### config.mk
export PLATFORM = sky130hd
export DESIGN_NAME = eoi_unit
export DESIGN_NICKNAME = d
export VERILOG_FILES = /design/src/rtl/eoi_pkg.sv /design/src/rtl/lr_bank.sv /design/src/rtl/lr_match.sv /design/src/rtl/eoi_ctrl.sv /design/src/rtl/eoi_unit.sv
export SDC_FILE = /design/constraint.sdc
export NUM_CORES = 1
export LEC_CHECK = 0
export ABC_CLOCK_PERIOD_IN_PS = 8600
export CORE_MARGIN = 8
export CORE_UTILIZATION = 35
export DETAILED_ROUTE_END_ITERATION = 10
export DONT_BUFFER_PORTS = 1
export HOLD_SLACK_MARGIN = 0.03
export SLEW_MARGIN = 40
export SYNTH_ARGS = -nofsm -noshare
export SYNTH_HDL_FRONTEND = slang
export SYNTH_SLANG_ARGS = --single-unit
### constraint.sdc
create_clock -name clk -period 8.6 [get_ports clk]
set_input_delay 0.86 -clock clk [delete_from_list [all_inputs] [get_ports clk]]
set_output_delay 0.86 -clock clk [all_outputs]
set_load 0.05 [all_outputs]
### src/rtl/eoi_pkg.sv
package eoi_pkg;
  parameter int VID_W  = 16;
  parameter int PID_W  = 10;
  parameter int PRIO_W = 8;

  typedef struct packed {
    logic [VID_W-1:0]  vid;
    logic [PID_W-1:0]  pid;
    logic [PRIO_W-1:0] prio;
    logic              grp;
    logic              hw;
  } lr_entry_t;
endpackage

### src/rtl/lr_bank.sv
module lr_bank
  import eoi_pkg::*;
#(
  parameter int NUM_LR = 4,
  localparam int IDX_W = $clog2(NUM_LR)
) (
  input  logic             clk,
  input  logic             rst_n,
  input  logic             ld_en,
  input  logic [IDX_W-1:0] ld_idx,
  input  lr_entry_t        ld_data,
  input  logic             ld_act,
  input  logic             clr_en,
  input  logic [IDX_W-1:0] clr_idx,
  output lr_entry_t        ent [NUM_LR],
  output logic [NUM_LR-1:0] act
);
  lr_entry_t         ent_q [NUM_LR];
  logic [NUM_LR-1:0] act_q, act_d;

  always_comb begin
    act_d = act_q;
    if (clr_en) act_d[clr_idx] = 1'b0;
    if (ld_en)  act_d[ld_idx]  = ld_act;
  end

  always_ff @(posedge clk or negedge rst_n) begin
    if (!rst_n) act_q <= '0;
    else        act_q <= act_d;
  end

  for (genvar i = 0; i < NUM_LR; i++) begin : g_ent
    always_ff @(posedge clk or negedge rst_n) begin
      if (!rst_n) ent_q[i] <= '0;
      else if (ld_en && ld_idx == IDX_W'(i)) ent_q[i] <= ld_data;
    end
    assign ent[i] = ent_q[i];
  end

  assign act = act_q;


  act_rise_chk: assert property (@(posedge clk) disable iff (!rst_n)
    ((act_q & ~$past(act_q)) != '0) |-> $past(ld_en));

  single_clear_chk: assert property (@(posedge clk) disable iff (!rst_n)
    !$past(ld_en) |-> ($countones($past(act_q) & ~act_q) <= 1));
endmodule

### src/rtl/lr_match.sv
module lr_match
  import eoi_pkg::*;
#(
  parameter int NUM_LR = 4,
  localparam int IDX_W = $clog2(NUM_LR),
  localparam int CNT_W = $clog2(NUM_LR + 1)
) (
  input  lr_entry_t         ent [NUM_LR],
  input  logic [NUM_LR-1:0] act,
  input  logic [CNT_W-1:0]  used_cnt,
  input  logic [VID_W-1:0]  key,
  output logic              hit,
  output logic [IDX_W-1:0]  hit_idx
);
  logic [NUM_LR-1:0] cand;

  for (genvar i = 0; i < NUM_LR; i++) begin : g_cmp
    assign cand[i] = (CNT_W'(i) < used_cnt) && act[i] && (ent[i].vid == key);
  end

  always_comb begin
    hit     = 1'b0;
    hit_idx = '0;
    for (int i = NUM_LR - 1; i >= 0; i--) begin
      if (cand[i]) begin
        hit     = 1'b1;
        hit_idx = IDX_W'(i);
      end
    end
  end
endmodule

### src/rtl/eoi_ctrl.sv
module eoi_ctrl
  import eoi_pkg::*;
#(
  parameter int LPI_BASE = 8192,
  parameter int MISS_W   = 5
) (
  input  logic              clk,
  input  logic              rst_n,
  input  logic              cmd_valid,
  input  logic              cmd_dir,
  input  logic              cmd_grp,
  input  logic [VID_W-1:0]  cmd_vid,
  input  logic              eoi_mode,
  input  logic [2:0]        bpr0,
  input  logic [2:0]        bpr1,
  input  logic              hit,
  input  lr_entry_t         hit_ent,
  input  logic [PRIO_W-1:0] drop_prio,
  output logic              drop_req,
  output logic              do_deact,
  output logic              pdeact_valid,
  output logic [PID_W-1:0]  pdeact_id,
  output logic [MISS_W-1:0] miss_cnt
);
  logic              is_lpi, want_deact, do_bump, ok_eoi;
  logic [3:0]        shamt;
  logic [PRIO_W-1:0] pre;
  logic              pv_d;
  logic [PID_W-1:0]  pid_d;
  logic [MISS_W-1:0] cnt_d, cnt_q;
  logic              pv_q;
  logic [PID_W-1:0]  pid_q;

  always_comb begin
    is_lpi   = cmd_vid >= VID_W'(LPI_BASE);
    drop_req = cmd_valid && !cmd_dir;
    shamt    = hit_ent.grp ? {1'b0, bpr1} : ({1'b0, bpr0} + 4'd1);
    pre      = hit_ent.prio & (PRIO_W'({PRIO_W{1'b1}}) << shamt);
    ok_eoi   = (hit_ent.grp == cmd_grp) && (pre == drop_prio);
    want_deact = cmd_valid && !is_lpi && (cmd_dir == eoi_mode);
    do_bump  = want_deact && !hit;
    do_deact = want_deact && hit && (cmd_dir || ok_eoi);
    pv_d     = do_deact && hit_ent.hw;
    pid_d    = pv_d ? hit_ent.pid : '0;
    cnt_d    = do_bump ? cnt_q + MISS_W'(1) : cnt_q;
  end

  always_ff @(posedge clk or negedge rst_n) begin
    if (!rst_n) begin
      cnt_q <= '0;
      pv_q  <= 1'b0;
      pid_q <= '0;
    end else begin
      cnt_q <= cnt_d;
      pv_q  <= pv_d;
      pid_q <= pid_d;
    end
  end

  assign miss_cnt     = cnt_q;
  assign pdeact_valid = pv_q;
  assign pdeact_id    = pid_q;


  miss_step_chk: assert property (@(posedge clk) disable iff (!rst_n)
    (cnt_q != $past(cnt_q)) |-> (cnt_q == $past(cnt_q) + MISS_W'(1)));

  pulse_src_chk: assert property (@(posedge clk) disable iff (!rst_n)
    pv_q |-> $past(cmd_valid));

  lpi_quiet_chk: assert property (@(posedge clk) disable iff (!rst_n)
    (cmd_valid && is_lpi) |=> (!pv_q && $stable(cnt_q)));

  excl_chk: assert property (@(posedge clk) disable iff (!rst_n)
    $onehot0({do_deact, do_bump}));
endmodule

### src/rtl/eoi_unit.sv
module eoi_unit
  import eoi_pkg::*;
#(
  parameter int NUM_LR   = 4,
  parameter int LPI_BASE = 8192,
  parameter int MISS_W   = 5,
  localparam int IDX_W   = $clog2(NUM_LR),
  localparam int CNT_W   = $clog2(NUM_LR + 1)
) (
  input  logic              clk,
  input  logic              rst_n,
  input  logic              ld_en,
  input  logic [IDX_W-1:0]  ld_idx,
  input  logic [VID_W-1:0]  ld_vid,
  input  logic [PID_W-1:0]  ld_pid,
  input  logic [PRIO_W-1:0] ld_prio,
  input  logic              ld_grp,
  input  logic              ld_hw,
  input  logic              ld_act,
  input  logic [CNT_W-1:0]  used_cnt,
  input  logic              eoi_mode,
  input  logic [2:0]        bpr0,
  input  logic [2:0]        bpr1,
  input  logic              cmd_valid,
  input  logic              cmd_dir,
  input  logic              cmd_grp,
  input  logic [VID_W-1:0]  cmd_vid,
  output logic              drop_req,
  input  logic [PRIO_W-1:0] drop_prio,
  output logic              pdeact_valid,
  output logic [PID_W-1:0]  pdeact_id,
  output logic [MISS_W-1:0] eoi_count,
  output logic [NUM_LR-1:0] lr_active
);
  logic              rs_meta, rs_q;
  lr_entry_t         ld_data;
  lr_entry_t         ent [NUM_LR];
  logic [NUM_LR-1:0] act;
  logic              hit, do_deact;
  logic [IDX_W-1:0]  hit_idx;

  always_ff @(posedge clk or negedge rst_n) begin
    if (!rst_n) begin
      rs_meta <= 1'b0;
      rs_q    <= 1'b0;
    end else begin
      rs_meta <= 1'b1;
      rs_q    <= rs_meta;
    end
  end

  assign ld_data = '{vid: ld_vid, pid: ld_pid, prio: ld_prio, grp: ld_grp, hw: ld_hw};

  lr_bank #(.NUM_LR(NUM_LR)) u_bank (
    .clk(clk), .rst_n(rs_q), .ld_en(ld_en), .ld_idx(ld_idx),
    .ld_data(ld_data), .ld_act(ld_act), .clr_en(do_deact),
    .clr_idx(hit_idx), .ent(ent), .act(act)
  );

  lr_match #(.NUM_LR(NUM_LR)) u_match (
    .ent(ent), .act(act), .used_cnt(used_cnt), .key(cmd_vid),
    .hit(hit), .hit_idx(hit_idx)
  );

  eoi_ctrl #(.LPI_BASE(LPI_BASE), .MISS_W(MISS_W)) u_ctrl (
    .clk(clk), .rst_n(rs_q), .cmd_valid(cmd_valid), .cmd_dir(cmd_dir),
    .cmd_grp(cmd_grp), .cmd_vid(cmd_vid), .eoi_mode(eoi_mode),
    .bpr0(bpr0), .bpr1(bpr1), .hit(hit), .hit_ent(ent[hit_idx]),
    .drop_prio(drop_prio), .drop_req(drop_req), .do_deact(do_deact),
    .pdeact_valid(pdeact_valid), .pdeact_id(pdeact_id), .miss_cnt(eoi_count)
  );

  assign lr_active = act;


  combined_dir_chk: assert property (@(posedge clk) disable iff (!rs_q)
    (cmd_valid && cmd_dir && !eoi_mode && !ld_en) |=> (lr_active == $past(lr_active)));

  split_eoi_chk: assert property (@(posedge clk) disable iff (!rs_q)
    (cmd_valid && !cmd_dir && eoi_mode && !ld_en) |=> (lr_active == $past(lr_active) && $stable(eoi_count)));
endmodule

==> summary.md <==
| Metric | Value |
|---|---|
| Root Driver | clkbuf_16 |
| Port Buffer Count | 0 |
| EDFF count, synth | 0 |
| Count of final hold-check violations | 0 |
| PwrDens | 232 nW/um^2 |
| Hold-fix buffers, CTS | 0 |
| Clk sink count | 166 |
| #FFs+latches synth | 166 |
| DRT antenna net count | 0 |
| Synth-to-layout area growth | 11.6% |
| Highest clock rate | 233 MHz |
| Relative slew margins | 0.495 |
| Die X | 170 um |
| Mapped Cells | 674 |
| Tmin final | 4.29 ns |
| # H-tree levels | 4 |
| Cts bufs inserted | 17 |
| Total Die Area | 29000 um^2 |
| Max Clock Skew | 0.0124 ns |
| RSZ-0062 raised after global routing | no |
| First-pass GRT wire length | 33.9 mm |
| Met2 wire len | 10.0 mm |
| Initial DRC count | 421 |
| Ports | 100 |
| Max-cap viol count | 0 |
| Pleak | 0.00371 uW |
| Critical Path RT | 8.93 ns |
| Crit end category | flop |
| Detailed-route wire length | 21.5 mm |
| Most instantiated cells after synthesis | 166 x dfrtp_1, 146 x mux2_2, 42 x xor2_1 |
| DRC viols | 0 |
| Maximum vdd drop | 137 uV |
| Vias in the first global route | 5729 |
| Asr flop ratio synth | 1.00 |
| Core ar. | 23400 um^2 |
| Synthesis Warnings | 0 |
| Leading area contributor after synthesis | dfrtp_1 |
| Design Power | 2160 uW |
| Period utilization | 0.499 |
| Largest fanout on the critical path | 16 |
| Top cells by area, synth | dfrtp_1 50%, mux2_2 20%, xor2_1 4.4%, xnor2_1 3.1%, nand2_1 1.7% |
| CTS tree | yes |
| RePlAce Congestion | 0.887 |
| Die height | 170 um |
| Sequential area share after synthesis | 0.499 |
| Synth unique cells | 74 |
| Total track usage | 0.153 |
| Top-area cell type share of the netlist area | 0.499 |
| Post-detail-place hpwl | 15.4 mm |
| Drt pass-1 iters | 5 |
| Rows | 56 |
| Vias per cell | 5.55 |
| Post-synthesis net count | 755 |
| GRT overflow | 0 |
| Post-CTS Setup Repair Bufs | 0 |
| Status | complete, no violations |
| Worst skew pair latency | 0.43 ns |
| Clock slew at reported path FFs | 0.07 ns |
| Mean Syn Cell Area | 12.4 um^2 |
| DRT met1 WL | 9.15 mm |
| ANT cells | 0 |
| Final setup TNS | 0 ns |
| CTS resizes | 0 |
| Initial antenna violation count | 0 |
| Fillers | 2284 |
| Post-synthesis instance area | 8330 um^2 |
| Drt wl/cell | 21.5 um |
| Share of layout cells above drive strength 1 | 0.317 |
| Top Metal Used | met4 |
| Initial core utilization | 0.356 |
| Slew @ Worst Pin | 0.751 ns |
| Main synth FF type | dfrtp_1 |
| Hold Crit Class | input port to async pin |
| Crit Path Class | input port to flop |
| Startpoint Class | input port |
| Pin count of the biggest net entering global routing | 65 |
| Count leader, synth | dfrtp_1 |
| Met3 wire len | 1.94 mm |
| Clock Path Buffers | 2 |
| Nets | 752 |
| Vias | 5565 |
| Max Slew Vio Count | 0 |
| Setup Viol. Count Final | 0 |
| Crit path DAT | 4.61 ns |
-- layout make-up --
type,instances,area [um^2],share of cell area
multi-input cells,472,4040,0.434
well taps,319,399,0.0429
clock buffers,17,425,0.0458
clock inverters,15,190,0.0205
flip-flops and latches,166,4160,0.447
repair buffers,8,63.8,0.00687
inverters,6,22.5,0.00242
-- path summary, 6_finish.rpt --
kind / start / cells after the start / slack [ns] / to
worst max-delay path: cmd_vid[4] / 13 / 4.31 / u_ctrl.pdeact_id[5]$_DFF_PN0_
worst min-delay path: rst_n / 0 / 0.13 / rs_q$_DFF_PN0_
worst max register to register: u_bank.ent[60]$_DFFE_PN0P_ / 13 / 4.35 / u_ctrl.pdeact_id[5]$_DFF_PN0_
worst min register to register: rs_meta$_DFF_PN0_ / 0 / 0.35 / rs_q$_DFF_PN0_
max in group asynchronous: rs_q$_DFF_PN0_ / 1 / 7.14 / u_bank.ent[99]$_DFFE_PN0P_
min in group clk: rs_meta$_DFF_PN0_ / 0 / 0.35 / rs_q$_DFF_PN0_
-- power breakdown --
part           internal, uW  switching, uW  leakage [uW]
Clock                   464            334      0.000298
Combinational           181            152       0.00143
Sequential              916            113       0.00198
-- worst max-delay path, cell delays in order --
cell and delay (ns):
xor2_1 0.16, nor4_1 0.54, nand3_1 0.37, nor2_1 0.49, o31ai_2 0.12, buf_4 0.25, a2bb2oi_1 0.25, a2111oi_0 0.14
or4_1 0.54, nor4_1 0.30, a21oi_1 0.13, buf_4 0.22, a211oi_2 0.23
-- flip-flops by register name, summed over array words and instances (netlist names) --
| name | count |
|---|---|
| u_bank.act | 4 |
| rs_meta | 1 |
| u_ctrl.pdeact_id | 10 |
| u_ctrl.pdeact_valid | 1 |
| rs_q | 1 |
| u_bank.ent | 144 |
| u_ctrl.miss_cnt | 5 |
-- per-layer routing --
layer | global-route usage | up-vias
li1 | - | 2519
met1 | 0.193 | 2829
met2 | 0.238 | 185
met3 | 0.0575 | 32
met4 | 0.0545 | 0
met5 | 0 | -
-- layout by cell type, fill, tap and decap left out, types with 11 or more instances in the layout --
master / synthesis / final
nor4_1: 22 / 21
xnor2_1: 29 / 29
mux2_2: 146 / 146
clkbuf_16: 0 / 17
dfrtp_1: 166 / 165
xor2_1: 42 / 42
a222oi_1: 11 / 11
nand2_1: 37 / 37
nor2_1: 19 / 18
nand3_1: 16 / 15
-- metrics by stage --
step	cells	worst slack [ns]	hold slack (ns)	utilization	cell area, um^2
2_1_floorplan	674	3.63	0.331	-	8330
3_3_place_gp	971	3.85	0.339	0.370	8660
3_5_place_dp	971	3.87	0.341	0.370	8660
4_1_cts	1003	4.30	0.107	0.396	9280
5_1_grt	1003	3.96	0.101	0.397	9290
6_report	1003	4.31	0.128	0.397	9290
-- logic make-up after synthesis --
family / Yosys count / share of synthesized area
compound gates: 99 / 0.103
xor+xnor: 72 / 0.0766
fa+ha+maj: 2 / 0.00300
buf+inv: 36 / 0.0198
flops: 166 / 0.499
mux: 147 / 0.199
other cells: 1 / 0.000450
simple gates: 151 / 0.0992
No activity file was read; power rests on OpenSTA's default activity.
